[src/rtl/msd_pkg.sv]
package msd_pkg;
  localparam int SHADOW_LOG2 = 19;   // 512 KB reserved slice

  typedef enum logic [1:0] {
    WIN_NONE   = 2'd0,
    WIN_NORMAL = 2'd1,
    WIN_SHADOW = 2'd2
  } win_kind_e;

  function automatic logic is_write(input logic we, input logic b,
                                    input logic w, input logic l);
    return we & (b | w | l);
  endfunction
endpackage

[src/rtl/msd_base_match.sv]
module msd_base_match #(
  parameter int          ADDR_W    = 32,
  parameter int          SPAN_LOG2 = 27,
  parameter logic [31:0] BASE      = 32'h6800_0000
) (
  input  logic [ADDR_W-1:0] addr,
  output logic              hit
);
  localparam int TAG_W = ADDR_W - SPAN_LOG2;
  localparam logic [TAG_W-1:0] TAG = BASE[ADDR_W-1:SPAN_LOG2];

  assign hit = (addr[ADDR_W-1:SPAN_LOG2] == TAG);
endmodule

[src/rtl/msd_region_classify.sv]
module msd_region_classify
  import msd_pkg::*;
#(
  parameter int          ADDR_W              = 32,
  parameter int          RAM_LOG2            = 24,
  parameter logic [31:0] SHADOW_WIN_BASE     = 32'h4FF8_0000,
  parameter bit          MIRROR_EVERY_REPEAT = 1'b0
) (
  input  logic [ADDR_W-1:0]   addr,
  input  logic                any_hit,
  output win_kind_e           kind,
  output logic                in_top,
  output logic [RAM_LOG2-1:0] ofs
);
  localparam int SW_TAG_W = ADDR_W - SHADOW_LOG2;
  localparam logic [SW_TAG_W-1:0] SW_TAG = SHADOW_WIN_BASE[ADDR_W-1:SHADOW_LOG2];

  logic shadow_hit;

  assign ofs    = any_hit ? addr[RAM_LOG2-1:0] : '0;
  assign in_top = any_hit & (&addr[RAM_LOG2-1:SHADOW_LOG2]);

  generate
    if (MIRROR_EVERY_REPEAT) begin : g_every
      assign shadow_hit = in_top;
    end else begin : g_single
      assign shadow_hit = any_hit & (addr[ADDR_W-1:SHADOW_LOG2] == SW_TAG);
    end
  endgenerate

  always_comb begin
    if (!any_hit)        kind = WIN_NONE;
    else if (shadow_hit) kind = WIN_SHADOW;
    else                 kind = WIN_NORMAL;
  end
endmodule

[src/rtl/msd_protect.sv]
module msd_protect
  import msd_pkg::*;
(
  input  win_kind_e kind,
  input  logic      in_top,
  input  logic      we,
  input  logic      sz_byte,
  input  logic      sz_word,
  input  logic      sz_long,
  input  logic      shadow_on,
  output logic      inhibit,
  output logic      mirror
);
  logic wr;

  assign wr      = is_write(we, sz_byte, sz_word, sz_long);
  assign inhibit = shadow_on & wr & in_top & (kind == WIN_NORMAL);
  assign mirror  = shadow_on & wr & (kind == WIN_SHADOW);
endmodule

[src/rtl/mram_shadow_decode.sv]
module mram_shadow_decode
  import msd_pkg::*;
#(
  parameter int          ADDR_W              = 32,
  parameter int          RAM_LOG2            = 24,
  parameter int          SPAN_LOG2           = 27,
  parameter logic [31:0] PRIMARY_BASE        = 32'h6800_0000,
  parameter logic [31:0] ALIAS_BASE          = 32'h4800_0000,
  parameter logic [31:0] SHADOW_WIN_BASE     = 32'h4FF8_0000,
  parameter bit          MIRROR_EVERY_REPEAT = 1'b0
) (
  input  logic                clk,
  input  logic                rst,
  input  logic                req,
  input  logic [ADDR_W-1:0]   addr,
  input  logic                sz_byte,
  input  logic                sz_word,
  input  logic                sz_long,
  input  logic                we,
  input  logic                shadow_on,
  output logic                ram_sel,
  output logic [RAM_LOG2-1:0] ram_ofs,
  output logic                wr_inhibit,
  output logic                mirror_stb
);
  localparam int NUM_BASES = 2;
  localparam logic [NUM_BASES*32-1:0] BASES = {ALIAS_BASE, PRIMARY_BASE};

  logic [NUM_BASES-1:0] base_hit;
  logic                 any_hit;
  win_kind_e            kind;
  logic                 in_top;
  logic [RAM_LOG2-1:0]  ofs_c;
  logic                 inh_c, mir_c;

  generate
    for (genvar g = 0; g < NUM_BASES; g++) begin : g_base
      msd_base_match #(
        .ADDR_W   (ADDR_W),
        .SPAN_LOG2(SPAN_LOG2),
        .BASE     (BASES[g*32 +: 32])
      ) u_match (
        .addr(addr),
        .hit (base_hit[g])
      );
    end
  endgenerate

  assign any_hit = |base_hit;

  msd_region_classify #(
    .ADDR_W             (ADDR_W),
    .RAM_LOG2           (RAM_LOG2),
    .SHADOW_WIN_BASE    (SHADOW_WIN_BASE),
    .MIRROR_EVERY_REPEAT(MIRROR_EVERY_REPEAT)
  ) u_class (
    .addr   (addr),
    .any_hit(any_hit),
    .kind   (kind),
    .in_top (in_top),
    .ofs    (ofs_c)
  );

  msd_protect u_prot (
    .kind     (kind),
    .in_top   (in_top),
    .we       (we),
    .sz_byte  (sz_byte),
    .sz_word  (sz_word),
    .sz_long  (sz_long),
    .shadow_on(shadow_on),
    .inhibit  (inh_c),
    .mirror   (mir_c)
  );

  always_ff @(posedge clk) begin
    if (rst) begin
      ram_sel    <= 1'b0;
      ram_ofs    <= '0;
      wr_inhibit <= 1'b0;
      mirror_stb <= 1'b0;
    end else begin
      ram_sel    <= req & any_hit;
      ram_ofs    <= req ? ofs_c : '0;
      wr_inhibit <= req & inh_c;
      mirror_stb <= req & mir_c;
    end
  end
endmodule

[config.mk]
export PLATFORM = sky130hd
export DESIGN_NAME = mram_shadow_decode
export DESIGN_NICKNAME = d
export VERILOG_FILES = /design/src/rtl/msd_pkg.sv /design/src/rtl/msd_base_match.sv /design/src/rtl/msd_region_classify.sv /design/src/rtl/msd_protect.sv /design/src/rtl/mram_shadow_decode.sv
export SDC_FILE = /design/constraint.sdc
export NUM_CORES = 1
export LEC_CHECK = 0
export CAP_MARGIN = 40
export CORE_AREA = 2 2 46 65
export CTS_BUF_LIST = sky130_fd_sc_hd__clkbuf_8
export DETAILED_ROUTE_END_ITERATION = 8
export DIE_AREA = 0 0 48 67
export PLACE_DENSITY = 0.75
export SETUP_SLACK_MARGIN = 0.05
export SLEW_MARGIN = 25
export SYNTH_ARGS = -nofsm -noshare
export SYNTH_HDL_FRONTEND = slang
export SYNTH_SLANG_ARGS = --single-unit
[constraint.sdc]
create_clock -name clk -period 1.66 [get_ports clk]
set_clock_uncertainty 0.1 [all_clocks]
set_input_delay 0.332 -clock clk [delete_from_list [all_inputs] [get_ports clk]]
set_output_delay 0.332 -clock clk [all_outputs]
set_load 0.01 [all_outputs]
* After elaboration in Yosys (flattened, before gate mapping) *
Index checks and enable logic that the tools add are counted.
W data, S select, Z words.

storage, ports and cells
  logic and storage cells = 28
  output and inout bits = 27
  bits in registers = 27

operators by class
  reduce and logical (&&, ||, !) cells = 3
  muxes and demuxes = 2
  bitwise gates (word level) = 14
  equal/unequal tests = 5

operators by type and width
  operator                number
  $eq A13 B12 Y1 const B  1
  $and A1 B1 Y1           10
  $eq A5 B4 Y1 const B    2
  $reduce_and A5 Y1       1
  $mux W2                 2
  $reduce_or A3 Y1        1
  $eq A2 B1 Y1 const B    1
  $eq A2 B2 Y1 const B    1
  $not A1 Y1              2
  $or A1 B1 Y1            2
  $reduce_or A2 Y1        1

* Depth between registers and ports, before layout *
Gate-level depths: netlist of the first run.

  word-level depth = 8
  depth in mapped cells = 4
  gate-level depth less buffers = 3

* Modules after synthesis *
Synthesis of the first run repeated with hierarchy kept, for this count alone.

second synthesis, totals
  cell total of the unflattened synthesis = 100
  area, all modules = 1056.0 um^2

by module, submodules not included
  module                              cells an instance  sequential area each (um^2)  area each (um^2)  times used
  mram_shadow_decode                  58                 540.5                        772.0             1
  msd_region_classify                 34                 0.0                          225.2             1
  msd_protect                         4                  0.0                          32.5              1
  msd_base_match (g_base[1].u_match)  2                  0.0                          13.8              1
  msd_base_match (g_base[0].u_match)  2                  0.0                          12.5              1

* Worst setup path after synthesis of the first run *
Ideal clock, no wire load.

  kind = input to register
  start = input port addr[28]
  end = register ram_ofs[13]
  buffers on the path = 1
  stages on the path = 4
  path slack = 378 ps
  data required time = 1503 ps
  data arrival time = 1125 ps
  cells stage by stage = nand4bb_4 -> nor3b_4 -> buf_6 -> and2_2

on the way
  cells in the longest elaborated chain, start to end = 4

RTL lines
  element                                RTL line                  text
  start: declaration                     mram_shadow_decode.sv:15  input logic [ADDR_W-1:0] addr,
  $eq A5 B4 Y1                           msd_base_match.sv:12      assign hit = (addr[ADDR_W-1:SPAN_LOG2] == TAG);
  $reduce_or A2 Y1 (*)                   mram_shadow_decode.sv:49  assign any_hit = |base_hit;
  $not A1 Y1 (no source line) (*)        n/a
  $reduce_or A3 Y1 (no source line) (*)  n/a
  end signal: assignment                 mram_shadow_decode.sv:84  ram_ofs <= req ? ofs_c : '0;
  end: declaration                       mram_shadow_decode.sv:22  output logic [RAM_LOG2-1:0] ram_ofs,

Mark *: on every way between the ends. The rest lies on a longest branch, timed or not.
A chain may end at the register's enable or synchronous reset.

* Worst setup path in the final report of the first run *
  start = register ram_ofs[23]
  end = output port ram_ofs[23]

No word-level cell between the ends.

==> impl_metrics.env, run 1 <==
export IMPL_worst_pin_slew_ns=0.282
export IMPL_pre_cts_ws_ns=-0.0907
export IMPL_critical_path_class="reg -> out"
export IMPL_die_area_um2=3220
export IMPL_synth_avg_cell_area_um2=13.5
export IMPL_grt_overflow_total=0
export IMPL_antenna_cells=0
export IMPL_io_pins=67
export IMPL_cts_tree="built"
export IMPL_grt_util_met3_pct=2.17
export IMPL_numCtsBuffers=3
export IMPL_start_kind="register"
export IMPL_synth_warnings=0
export IMPL_antenna_left=0
export IMPL_synth_seq_area_share_pct=64.6
export IMPL_fin_crit_sh_pct=94.6
export IMPL_max_stage_delay_ns=0.56
export IMPL_nNetsFinal=173
export IMPL_maxSlewViolCount=0
export IMPL_hold_buffers=0
export IMPL_drc_errors=0
export IMPL_gp_congestion=0.624
export IMPL_clk_pin_slew_ns=0.08
export IMPL_final_util_pct=60.9
export IMPL_first_pass_iters=2
export IMPL_num_vias=682
export IMPL_via_per_inst=4.06
export IMPL_synth_top_area_share_pct=64.6
export IMPL_rsz0062_at_grt="no"
export IMPL_cts_sinks=27
export IMPL_path_cells="clkdlybuf4s50_1"
export IMPL_finalWorstSetupSlack_ns=0.0894
export IMPL_use_met2_pct=21.3
export IMPL_portBuffers=66
export IMPL_hold_viol=0
export IMPL_ir_drop_v=0.000432
export IMPL_cts_buffer_depth=2
export IMPL_cap_violations=0
export IMPL_grt_use_total_pct=12.4
export IMPL_p_per_area_nw_per_um2=695
export IMPL_hpwlAfterDp_um=1600
export IMPL_synth_area_leaders="dfxtp_1 (65%), and2_2 (13%), and2_1 (7.5%)"
export IMPL_grt_pass1_vias=665
export IMPL_initial_core_util_pct=32.0
export IMPL_min_period_ns=1.57
export IMPL_die_height_um=67
export IMPL_timing_slew_headroom_pct=81.1
export IMPL_antenna_found_initial=0
export IMPL_leakagePower_nw=0.609
export IMPL_wl_per_cell_um=11.4
export IMPL_ys_ff_latch=27
export IMPL_cp_data_required_time_ns=1.23
export IMPL_syn_num_nets=102
export IMPL_multi_input_area_um2=274
export IMPL_grt_util_met1_pct=13.2
export IMPL_whs_ns=0.522
export IMPL_core_area_um2=2620
export IMPL_setup_violations=0
export IMPL_yosysUniqueCellTypes=13
export IMPL_cts_htree_levels=1
export IMPL_critPathMaxFanout=1
export IMPL_drt_iter0_markers=4
export IMPL_grt_busiest_layer="met2"
export IMPL_crit_family="buffers and inverters"
export IMPL_slowest_stage="clkdlybuf4s50_1"
export IMPL_routed_wl_um=1910
export IMPL_syn_area_um2=837
export IMPL_syn2layout_area_growth_pct=90.3
export IMPL_status="finished, final reports clean"
export IMPL_cts_resized_gates=0
export IMPL_tns_ns=0
export IMPL_cts_setup_buffers=0
export IMPL_crit_arrival_ns=1.14
export IMPL_fillers=224
export IMPL_end_kind="primary output"
export IMPL_seqCellArea_um2=541
export IMPL_drive_gt1_share_pct=17.4
export IMPL_hold_path_class="in -> reg"
export IMPL_crit_buf_inv=1
export IMPL_grt_pass1_wl_um=2750
export IMPL_cts_root_buffer="clkbuf_8"
export IMPL_fmax_mhz=637
export IMPL_synthCells=62
export IMPL_grt_max_degree=23
export IMPL_synth_top_cell_by_area="dfxtp_1"
export IMPL_die_width_um=48
export IMPL_rows=22
-- cells in the final DEF (no fill, tap or decap), drive strengths merged --
master,synthesis,final
and2,24,24
and4,1,1
and4bb,1,1
buf,2,2
clkbuf,0,3
clkdlybuf4s50,0,66
dfxtp,27,27
inv,0,1
nand4,1,1
nand4b,1,1
nand4bb,1,1
nor2,1,1
nor3,1,1
nor3b,1,1
nor4b,1,1
-- power by group --
part | switching [mW] | internal (mW) | leakage, nW | total (mW)
clock network | 0.176 | 0.165 | 0.0269 | 0.341
registers | 0.000837 | 0.650 | 0.218 | 0.651
logic | 0.0210 | 0.0945 | 0.364 | 0.115
total | 0.197 | 0.910 | 0.609 | 1.11
-- final cells by class --
cell class | count | area share [%]
clock inverter | 1 | 0.236
timing repair buffer | 68 | 43.2
multi-input combinational | 33 | 17.2
sequential | 27 | 33.9
clock buffer | 3 | 2.59
tap | 36 | 2.83
-- cells in the mapped netlist --
cell	instances
dfxtp_1	27
and2_2	14
and2_1	10
buf_6	2
and4_1	1
and4bb_2	1
nand4_1	1
nand4b_1	1
nand4bb_4	1
nor2_1	1
nor3_1	1
nor3b_4	1
nor4b_2	1
-- registers in the layout, indices dropped and copies added, names as in the netlist --
signal      count
ram_ofs        24
mirror_stb      1
ram_sel         1
wr_inhibit      1
-- routing by layer --
metal	share of wire (%)	wire, um	vias up
met5	0	0	-
met3	12	221	2
met2	49	944	50
met1	38	725	291
li1	-	-	339
met4	1.1	21	0
-- metrics by stage --
stage / instance area [um^2] / total power, mW / instances
detailed placement: 1550 / 0.783 / 164
CTS: 1590 / 1.12 / 168
global route: 1590 / 1.16 / 168
floorplan: 837 / 0.681 / 62
global placement: 1550 / 0.782 / 164
finish: 1590 / 1.11 / 168
-- logic make-up after synthesis --
family        Yosys count  synth area share (%)
buf+inv                 2                  2.69
flops                  27                  64.6
simple gates           33                  32.7
-- worst paths after layout --
kind,depth (start not counted),slack (ns),to,startpoint
worst max-delay path,1,0.09,ram_ofs[23],ram_ofs[23]$_SDFF_PP0_
worst min-delay path,2,0.52,ram_ofs[8]$_SDFF_PP0_,addr[8]
Power figures use the tool's default switching activity.
==> run 2: changes to the inputs <==
SLEW_MARGIN = 20   (was 25)
TNS_END_PERCENT = 100   (was unset)
==> results of run 2 <==
Same layout as run 1: the final DEF is identical, and so are final timing and power.
